$ cat src/rtl/midi_rxq_pkg.sv
package midi_rxq_pkg;
  localparam int MIDI_W = 8;
  localparam int DEFAULT_DEPTH = 16;
endpackage

$ cat src/rtl/midi_rxq_fifo.sv
module midi_rxq_fifo #(
  parameter int DEPTH  = midi_rxq_pkg::DEFAULT_DEPTH,
  parameter int DATA_W = midi_rxq_pkg::MIDI_W
) (
  input  logic              clk,
  input  logic              rst,
  input  logic              push,
  input  logic [DATA_W-1:0] push_data,
  input  logic              pop,
  output logic [DATA_W-1:0] head,
  output logic              empty,
  output logic              full
);
  localparam int AW = (DEPTH > 1) ? $clog2(DEPTH) : 1;
  localparam int CW = $clog2(DEPTH + 1);
  localparam logic [AW-1:0] LAST = AW'(DEPTH - 1);
  localparam logic [CW-1:0] CAP  = CW'(DEPTH);

  logic [DATA_W-1:0] mem [DEPTH];
  logic [AW-1:0]     wr_ptr, rd_ptr;
  logic [CW-1:0]     count;
  logic              do_push, do_pop;

  assign empty   = (count == '0);
  assign full    = (count == CAP);
  assign do_push = push && !full;
  assign do_pop  = pop && !empty;
  assign head    = mem[rd_ptr];

  always_ff @(posedge clk) begin
    if (do_push) mem[wr_ptr] <= push_data;
  end

  always_ff @(posedge clk) begin
    if (rst) begin
      wr_ptr <= '0;
      rd_ptr <= '0;
      count  <= '0;
    end else begin
      if (do_push) wr_ptr <= (wr_ptr == LAST) ? '0 : wr_ptr + 1'b1;
      if (do_pop)  rd_ptr <= (rd_ptr == LAST) ? '0 : rd_ptr + 1'b1;
      case ({do_push, do_pop})
        2'b10:   count <= count + 1'b1;
        2'b01:   count <= count - 1'b1;
        default: count <= count;
      endcase
    end
  end
endmodule

$ cat src/rtl/midi_rxq_hold.sv
module midi_rxq_hold #(
  parameter int DATA_W = midi_rxq_pkg::MIDI_W
) (
  input  logic              clk,
  input  logic              rst,
  input  logic              rd_stb,
  input  logic              q_empty,
  input  logic [DATA_W-1:0] q_head,
  output logic              pop,
  output logic              hold_valid,
  output logic [DATA_W-1:0] hold_data,
  output logic              irq
);
  // Promote only into an empty holding register; the read edge empties it,
  // so promotion lands one edge later and leaves one low irq cycle.
  assign pop = !hold_valid && !q_empty;

  always_ff @(posedge clk) begin
    if (rst) begin
      hold_valid <= 1'b0;
      hold_data  <= '0;
      irq        <= 1'b0;
    end else if (pop) begin
      hold_valid <= 1'b1;
      hold_data  <= q_head;
      irq        <= 1'b1;
    end else if (rd_stb && hold_valid) begin
      hold_valid <= 1'b0;
      irq        <= 1'b0;
    end
  end
endmodule

$ cat src/rtl/midi_rxq_ovr.sv
module midi_rxq_ovr (
  input  logic clk,
  input  logic rst,
  input  logic drop,
  input  logic clr,
  output logic flag
);
  always_ff @(posedge clk) begin
    if (rst)       flag <= 1'b0;
    else if (drop) flag <= 1'b1;
    else if (clr)  flag <= 1'b0;
  end
endmodule

$ cat src/rtl/midi_rx_irq_ctrl.sv
module midi_rx_irq_ctrl #(
  parameter int DEPTH  = midi_rxq_pkg::DEFAULT_DEPTH,
  parameter int DATA_W = midi_rxq_pkg::MIDI_W
) (
  input  logic              clk,
  input  logic              rst,
  input  logic              in_valid,
  output logic              in_ready,
  input  logic [DATA_W-1:0] in_data,
  input  logic              rd_data_stb,
  input  logic              rd_stat_stb,
  output logic [DATA_W-1:0] host_data,
  output logic              rx_ready,
  output logic              irq,
  output logic              overrun
);
  logic              q_empty, q_full, q_pop, hold_valid;
  logic [DATA_W-1:0] q_head;

  assign in_ready = !q_full;
  assign rx_ready = hold_valid || !q_empty;

  midi_rxq_fifo #(.DEPTH(DEPTH), .DATA_W(DATA_W)) u_fifo (
    .clk(clk), .rst(rst),
    .push(in_valid), .push_data(in_data),
    .pop(q_pop), .head(q_head),
    .empty(q_empty), .full(q_full)
  );

  midi_rxq_hold #(.DATA_W(DATA_W)) u_hold (
    .clk(clk), .rst(rst), .rd_stb(rd_data_stb),
    .q_empty(q_empty), .q_head(q_head),
    .pop(q_pop), .hold_valid(hold_valid),
    .hold_data(host_data), .irq(irq)
  );

  midi_rxq_ovr u_ovr (
    .clk(clk), .rst(rst),
    .drop(in_valid && q_full), .clr(rd_stat_stb),
    .flag(overrun)
  );
endmodule

$ cat config.mk
export PLATFORM = sky130hd
export DESIGN_NAME = midi_rx_irq_ctrl
export DESIGN_NICKNAME = d
export VERILOG_FILES = /design/src/rtl/midi_rxq_pkg.sv /design/src/rtl/midi_rxq_fifo.sv /design/src/rtl/midi_rxq_hold.sv /design/src/rtl/midi_rxq_ovr.sv /design/src/rtl/midi_rx_irq_ctrl.sv
export SDC_FILE = /design/constraint.sdc
export NUM_CORES = 1
export LEC_CHECK = 0
export ABC_CLOCK_PERIOD_IN_PS = 4100
export BUFFER_PORTS_ARGS = -buffer_cell sky130_fd_sc_hd__buf_2
export CORE_MARGIN = 2
export CORE_UTILIZATION = 32
export CTS_CLUSTER_DIAMETER = 60
export DETAILED_ROUTE_END_ITERATION = 10
export GPL_TIMING_DRIVEN = 0
export HOLD_SLACK_MARGIN = 0.06
export MAX_ROUTING_LAYER = met4
export SYNTH_ARGS = -nofsm -noshare
export SYNTH_HDL_FRONTEND = slang
export SYNTH_HIERARCHICAL = 1
export SYNTH_SLANG_ARGS = --single-unit
export TNS_END_PERCENT = 50
$ cat constraint.sdc
create_clock -name clk -period 4.1 [get_ports clk]
set_input_delay 0.205 -clock clk [delete_from_list [all_inputs] [get_ports clk]]
set_output_delay 0.205 -clock clk [all_outputs]
set_load 0.005 [all_outputs]
==> impl_metrics.py, run 1 <==
metrics = {
    "sta": {
        "tns_ns": 0,
        "setup_viol": 0,
        "rsz0062_at_grt": "no",
        "fin_skew_ns": 0.00837,
        "hold_viol": 0,
        "maxSlewViolCount": 0,
        "slew_headroom": 0.416,
        "period_minus_slack_ns": 3.56,
        "max_clock_freq_mhz": 281,
        "tightest_slew_ns": 0.874,
        "min_period_over_period": 0.869,
        "setup_ws_ns": 0.539,
    },
    "synthesis": {
        "ys_seq_elements": 155,
        "yosysTopAreaCellShare": 0.611,
        "yosys_warnings": 6,
        "synth_area_leaders": "edfxtp_1, mux4_2, dfxtp_1",
        "synth_ff_type": "edfxtp_1",
        "syn_area_mm2": 0.00629,
        "netlist.top_cell.by_area": "edfxtp_1",
        "synthCells": 343,
        "yosysUniqueCellTypes": 41,
        "syn_area_per_cell_um2": 18.3,
        "yosysSeqAreaShare": 0.697,
        "synthArstFlopShare": 0,
        "synth_most_common_cell": "edfxtp_1",
        "synthesis.nets": 364,
        "synth-edff-count": 128,
        "ys_top_cells_by_count": "edfxtp_1, mux4_2, dfxtp_1",
    },
    "route": {
        "remaining_drc_errors": 0,
        "wl_met1_um": 5300,
        "routed_via_density": 4.76,
        "detail-route-antenna-nets": 0,
        "wl_um": 12000,
        "vias": 3192,
        "maxUsedRoutingLayer": "met4",
        "met2_length_um": 6020,
        "drt_iter0_drc": 250,
        "drt_pass1_iterations": 4,
        "wl_met3_um": 525,
        "wl_per_cell_um": 17.9,
    },
    "clock_tree": {
        "clockBufferDepth": 2,
        "clock-sinks": 155,
        "tritoncts.num_buffers": 17,
        "tritoncts": "yes",
        "root_buffer": "clkbuf_16",
        "htreeDepth": 4,
        "clk_pin_slew_worst_paths_ns": 0.06,
        "clk_latency_ns": 0.42,
        "post_cts_buffers": 0,
    },
    "power_and_ir_drop": {
        "p_leak_nw": 2.39,
        "p_per_area_mw_per_mm2": 555,
        "switching_share": 0.265,
        "p_seq_frac": 0.454,
        "p_sw_mw": 1.08,
        "ir_worst_vdd_v": 0.000244,
        "p_int_mw": 3.01,
        "p_comb_frac": 0.193,
        "pwr-share-clk": 0.353,
    },
    "setup_path": {
        "cp-start-kind": "flop",
        "crit_chain": "buf_6, or4_4, buf_6, nor2_2, buf_2, nor2_1, o21ai_4, inv_1, ha_1, clkbuf_1, xor2_1, ha_1, and3b_1, o21ai_0, a31oi_1, mux2_2",
        "cp_data_required_time_ns": 4.41,
        "slowest_delay_ns": 0.50,
        "cp_top_family": "simple AND/OR/NAND/NOR gates",
        "arrival_ns": 3.87,
        "worst-setup-path-type": "reg2reg",
        "cp-end-kind": "flop",
        "critPathMaxFanout": 10,
        "crit_buf_inv": 5,
        "critPathSlowestCell": "or4_4",
    },
    "grt": {
        "antenna_found_initial": 0,
        "grt_use_total": 0.127,
        "grt_overflow": 0,
        "grt_pass1_vias": 3243,
        "grt_max_degree": 17,
        "grt_first_pass_wirelength_um": 18300,
    },
    "finish": {
        "fin_area_mm2": 0.00737,
        "antennaDiodeCount": 0,
        "nets": 413,
        "area_growth_pct": 17.2,
        "drive_above_1_share": 0.299,
    },
    "placement": {
        "post_dp_cell_area_mm2": 0.00680,
        "place_hpwl_um": 8260,
        "port_buffers": 24,
        "gp_congestion": 0.791,
        "pre_cts_ws_ns": 0.330,
    },
    "floorplanning": {
        "fp.dieH_um": 144,
        "die_x_um": 144,
        "ioPinCount": 25,
        "rows": 51,
        "initial_core_util": 0.324,
        "core_mm2": 0.0194,
        "die-area_mm2": 0.0208,
    },
    "min_path": {
        "holdCritPathClass": "in2reg",
    },
    "outcome": {
        "status": "finished clean",
    },
    "run": {
        "maxCapViolations": 0,
    },
}
## metrics by stage
stage | cells | power [mW] | utilization | hold WS (ns)
6_report | 670 | 4.09 | 0.380 | 0.0772
5_1_grt | 670 | 4.29 | 0.380 | 0.0830
4_1_cts | 670 | 4.14 | 0.380 | 0.0749
3_5_place_dp | 636 | 2.69 | 0.350 | 0.398
3_3_place_gp | 632 | 2.65 | 0.347 | 0.394
2_1_floorplan | 343 | 2.43 | - | 0.267
## cell type report
cell class	instances	area, µm²
Multi-Input combinational cell	160	1770
Clock buffer	19	433
Buffer	21	136
Sequential cell	155	4380
Inverter	7	26.3
Fill cell	1806	12000
Clock inverter	13	120
Timing Repair Buffer	30	170
Tap cell	265	332
## flip-flops by register name, indices dropped and copies added (netlist names), named ones only
name	count
u_fifo/count	5
u_fifo/mem	128
u_fifo/rd_ptr	4
u_fifo/wr_ptr	4
u_hold/hold_data	8
u_hold/irq	1
u_ovr/flag	1
## cells by family (layout without fill, tap and decap cells)
logic type / count (synthesis) / count (layout) / synth area share
AOI/OAI and AO/OA: 44 / 44 / 0.0448
xor gates and xnor gates: 5 / 5 / 0.00696
adders and majority gates: 8 / 8 / 0.0159
buffers and inverters: 28 / 90 / 0.0259
DFF: 155 / 155 / 0.697
muxes: 45 / 45 / 0.152
and+or+nand+nor: 58 / 58 / 0.0577
## routing by layer
metal	global-route usage	up-vias
li1	-	1460
met1	0.152	1654
met2	0.208	64
met3	0.0344	14
met4	0.0475	0
met5	-	-
## cells in the final DEF (no fill, tap or decap), types with 3 or more instances in the layout
cell and instances:
nor2_1 12, a21oi_1 17, mux2i_1 3, clkbuf_1 5, buf_1 6, nor2b_1 3, dfxtp_1 27, edfxtp_1 128
buf_2 28, o21ai_0 14, inv_1 7, or3b_1 8, clkinvlp_4 3, nor4b_2 4, mux4_2 40, clkinv_4 3
and2_1 14, clkbuf_16 17, buf_4 6, xor2_1 5, nand2_1 4, buf_6 6, ha_1 8
## final timing paths
kind / slack, ns / start / cells past startpoint / to
worst max register to register: 0.54 / u_fifo/count[1] / 16 / u_fifo/count[4]
worst min-delay path: 0.08 / rst / 2 / u_ovr/flag
worst max-delay path: 0.54 / u_fifo/count[1] / 16 / u_fifo/count[4]
worst min register to register: 0.48 / u_hold/hold_data[2] / 2 / u_hold/hold_data[2]
## worst register-to-register path, cell delays in order, from the launching register on
cell	delay [ns]
dfxtp_1	0.30
buf_6	0.13
or4_4	0.51
buf_6	0.16
nor2_2	0.27
buf_2	0.26
nor2_1	0.11
o21ai_4	0.11
inv_1	0.09
ha_1	0.18
clkbuf_1	0.18
xor2_1	0.17
ha_1	0.20
and3b_1	0.15
o21ai_0	0.08
a31oi_1	0.21
mux2_2	0.35
## power groups by stage
stage	clock network (mW)	registers (mW)	logic, mW
floorplan	0	1.88	0.551
global placement	0	1.88	0.764
detailed placement	0	1.89	0.797
CTS	1.48	1.86	0.801
global route	1.54	1.87	0.880
finish	1.45	1.86	0.789
## repair_timing
item	CTS	global route
hold buffers	2	0
setup endpoints to repair	0	1
resized for setup	0	1
endpoints found under the hold margin	2	0
(Power assumes the default switching activity.)
==> inputs of run 2 (changes only) <==
--- a/config.mk
+++ b/config.mk
@@ -13,7 +13,6 @@
 export DETAILED_ROUTE_END_ITERATION = 10
 export GPL_TIMING_DRIVEN = 0
 export HOLD_SLACK_MARGIN = 0.06
-export MAX_ROUTING_LAYER = met4
 export SYNTH_ARGS = -nofsm -noshare
 export SYNTH_HDL_FRONTEND = slang
 export SYNTH_HIERARCHICAL = 1
==> constraint.sdc (replaced) <==
create_clock -name clk -period 4.1 [get_ports clk]
set_input_delay 0 -clock clk [delete_from_list [all_inputs] [get_ports clk]]
set_output_delay 0 -clock clk [all_outputs]
set_load 0.005 [all_outputs]
==> run 2 against run 1 <==
  * Wire length increased by 0.46%
  * Largest power group unchanged
  * Sequential power about the same
  * Clock skew increased by 0.0068 ns
  * Register-to-register slack about the same
  * Via count increased by 1.4%
  * Cell count increased by 1.6%
  * Critical path depth unchanged
  * Hold slack improved by 0.22 ns
==> impl_metrics.py, run 2 (synthesis gave the netlist of run 1 again) <==
metrics = {
    "power_and_ir_drop": {
        "p_per_area_mw_per_mm2": 548,
        "p_leak_nw": 2.44,
        "power_mw": 4.10,
        "ir_worst_vdd_v": 0.000245,
    },
    "route": {
        "wl_per_cell_um": 17.7,
        "detail-route-antenna-nets": 0,
        "wl_um": 12100,
        "remaining_drc_errors": 0,
        "drt_pass1_iterations": 4,
        "routed_via_density": 4.75,
        "vias": 3237,
        "drt_iter0_drc": 270,
    },
    "finish": {
        "antennaDiodeCount": 0,
        "area_growth_pct": 19.0,
        "reg_top3": "u_fifo/mem (128), u_hold/hold_data (8), u_fifo/count (5)",
        "regMostFlops": "u_fifo/mem",
        "nets": 424,
        "final_cell_mix": "edfxtp_1, mux4_2, buf_2",
        "mostFrequentLayoutCell": "edfxtp_1",
        "drive_above_1_share": 0.291,
        "largest_reg_flops": 128,
    },
    "placement": {
        "gp_congestion": 0.780,
        "place_hpwl_um": 8260,
        "port_buffers": 24,
    },
    "setup_path": {
        "cp_data_required_time_ns": 4.41,
        "r2r_start": "u_fifo/count[1]",
        "slowest_delay_ns": 0.50,
        "cp-start-kind": "flop",
        "crit_chain": "buf_6, or4_4, buf_6, nor2_2, buf_2, nor2_1, o21ai_4, inv_1, ha_1, clkbuf_1, xor2_1, ha_1, and3b_1, o21ai_0, a31oi_1, mux2_2",
        "cp_top_family": "simple AND/OR/NAND/NOR gates",
        "reg2regPathDepth": 16,
        "crit_buf_inv": 5,
        "r2r-end": "u_fifo/count[4]",
        "critPathSlowestCell": "or4_4",
        "reg2reg_slack_ns": 0.55,
        "critPathMaxFanout": 10,
        "cp-end-kind": "flop",
        "arrival_ns": 3.87,
        "worst-setup-path-type": "reg2reg",
    },
    "floorplanning": {
        "die_x_um": 144,
        "fp.dieH_um": 144,
        "die-area_mm2": 0.0208,
        "ioPinCount": 25,
        "core_mm2": 0.0194,
        "initial_core_util": 0.324,
        "rows": 51,
    },
    "outcome": {
        "status": "finished clean",
    },
    "sta": {
        "hold_viol": 0,
        "tightest_slew_ns": 0.850,
        "maxSlewViolCount": 0,
        "slew_headroom": 0.432,
        "tns_ns": 0,
        "rsz0062_at_grt": "no",
        "period_minus_slack_ns": 3.55,
        "max_clock_freq_mhz": 281,
        "fin_skew_ns": 0.0152,
        "setup_viol": 0,
        "min_period_over_period": 0.867,
    },
    "grt": {
        "grt_overflow": 0,
        "antenna_found_initial": 0,
        "grt_first_pass_wirelength_um": 18400,
        "grt_max_degree": 17,
        "grt_use_total": 0.124,
        "grt_pass1_vias": 3289,
    },
    "clock_tree": {
        "tritoncts": "yes",
        "tritoncts.num_buffers": 17,
        "root_buffer": "clkbuf_16",
        "clock-sinks": 155,
        "htreeDepth": 4,
        "clockBufferDepth": 2,
        "clk_latency_ns": 0.43,
        "clk_pin_slew_worst_paths_ns": 0.06,
        "post_cts_buffers": 0,
    },
    "run": {
        "maxCapViolations": 0,
    },
    "min_path": {
        "min_from": "rd_data_stb",
        "holdCritPathClass": "in2reg",
        "hold_depth": 3,
        "worstHoldEndpoint": "u_hold/irq",
    },
}
[run 2: changes by cell type in the layout (fill, tap and decap cells not counted), sizes merged]
cell         change
dlygate4sd3     +11
[run 2: worst max-delay path by stage]
stage	cells past startpoint	slack, ns	end	start
floorplan	16	0.82	u_fifo/count[4]	u_fifo/count[1]
global placement	16	0.43	u_fifo/count[4]	u_fifo/count[1]
detailed placement	16	0.33	u_fifo/count[4]	u_fifo/count[1]
CTS	16	0.32	u_fifo/count[4]	u_fifo/count[1]
global route	16	0.19	u_fifo/count[4]	u_fifo/count[2]
finish	16	0.55	u_fifo/count[4]	u_fifo/count[1]
[run 2: through the flow]
step / worst slack (ns) / instance area [µm²] / cells / hold WS (ns) / utilization
final: 0.546 / 7480 / 681 / 0.301 / 0.386
after global routing: 0.188 / 7480 / 681 / 0.307 / 0.386
after CTS: 0.318 / 7480 / 681 / 0.291 / 0.386
after detailed placement: 0.330 / 6800 / 636 / 0.193 / 0.350
after global placement: 0.434 / 6740 / 632 / 0.189 / 0.347
after floorplan: 0.823 / 6290 / 343 / 0.0624 / -
[run 2: report_power, final]
group          switching, mW  internal (mW)  leakage, nW
Clock                  0.608          0.838        0.261
Combinational          0.420          0.377        0.799
Sequential            0.0569           1.80         1.38
[run 2: cell type report]
type	instances	area (µm²)
Tap cell	265	332
Fill cell	1803	11900
Clock buffer	19	433
Timing Repair Buffer	41	280
Clock inverter	13	120
Inverter	7	26.3
Sequential cell	155	4380
Buffer	21	136
Multi-Input combinational cell	160	1770
[run 2: per-layer routing]
| metal | share of wire | routed length, µm | global-route usage |
|---|---|---|---|
| met1 | 0.44 | 5260 | 0.153 |
| met2 | 0.50 | 6030 | 0.208 |
| met3 | 0.051 | 611 | 0.0364 |
| met4 | 0.015 | 178 | 0.0475 |
| met5 | 0 | 0 | 0 |
[run 2: what timing repair did]
action	in CTS	in global routing
endpoints found under the hold margin	135	0
hold buffers	13	0
setup endpoints to repair	0	1
resized for setup	0	1
[run 2: worst register-to-register path, cell delays in order, from the launching register on]
cell,delay (ns)
dfxtp_1,0.30
buf_6,0.13
or4_4,0.51
buf_6,0.16
nor2_2,0.27
buf_2,0.26
nor2_1,0.11
o21ai_4,0.11
inv_1,0.09
ha_1,0.18
clkbuf_1,0.18
xor2_1,0.17
ha_1,0.20
and3b_1,0.15
o21ai_0,0.08
a31oi_1,0.21
mux2_2,0.35
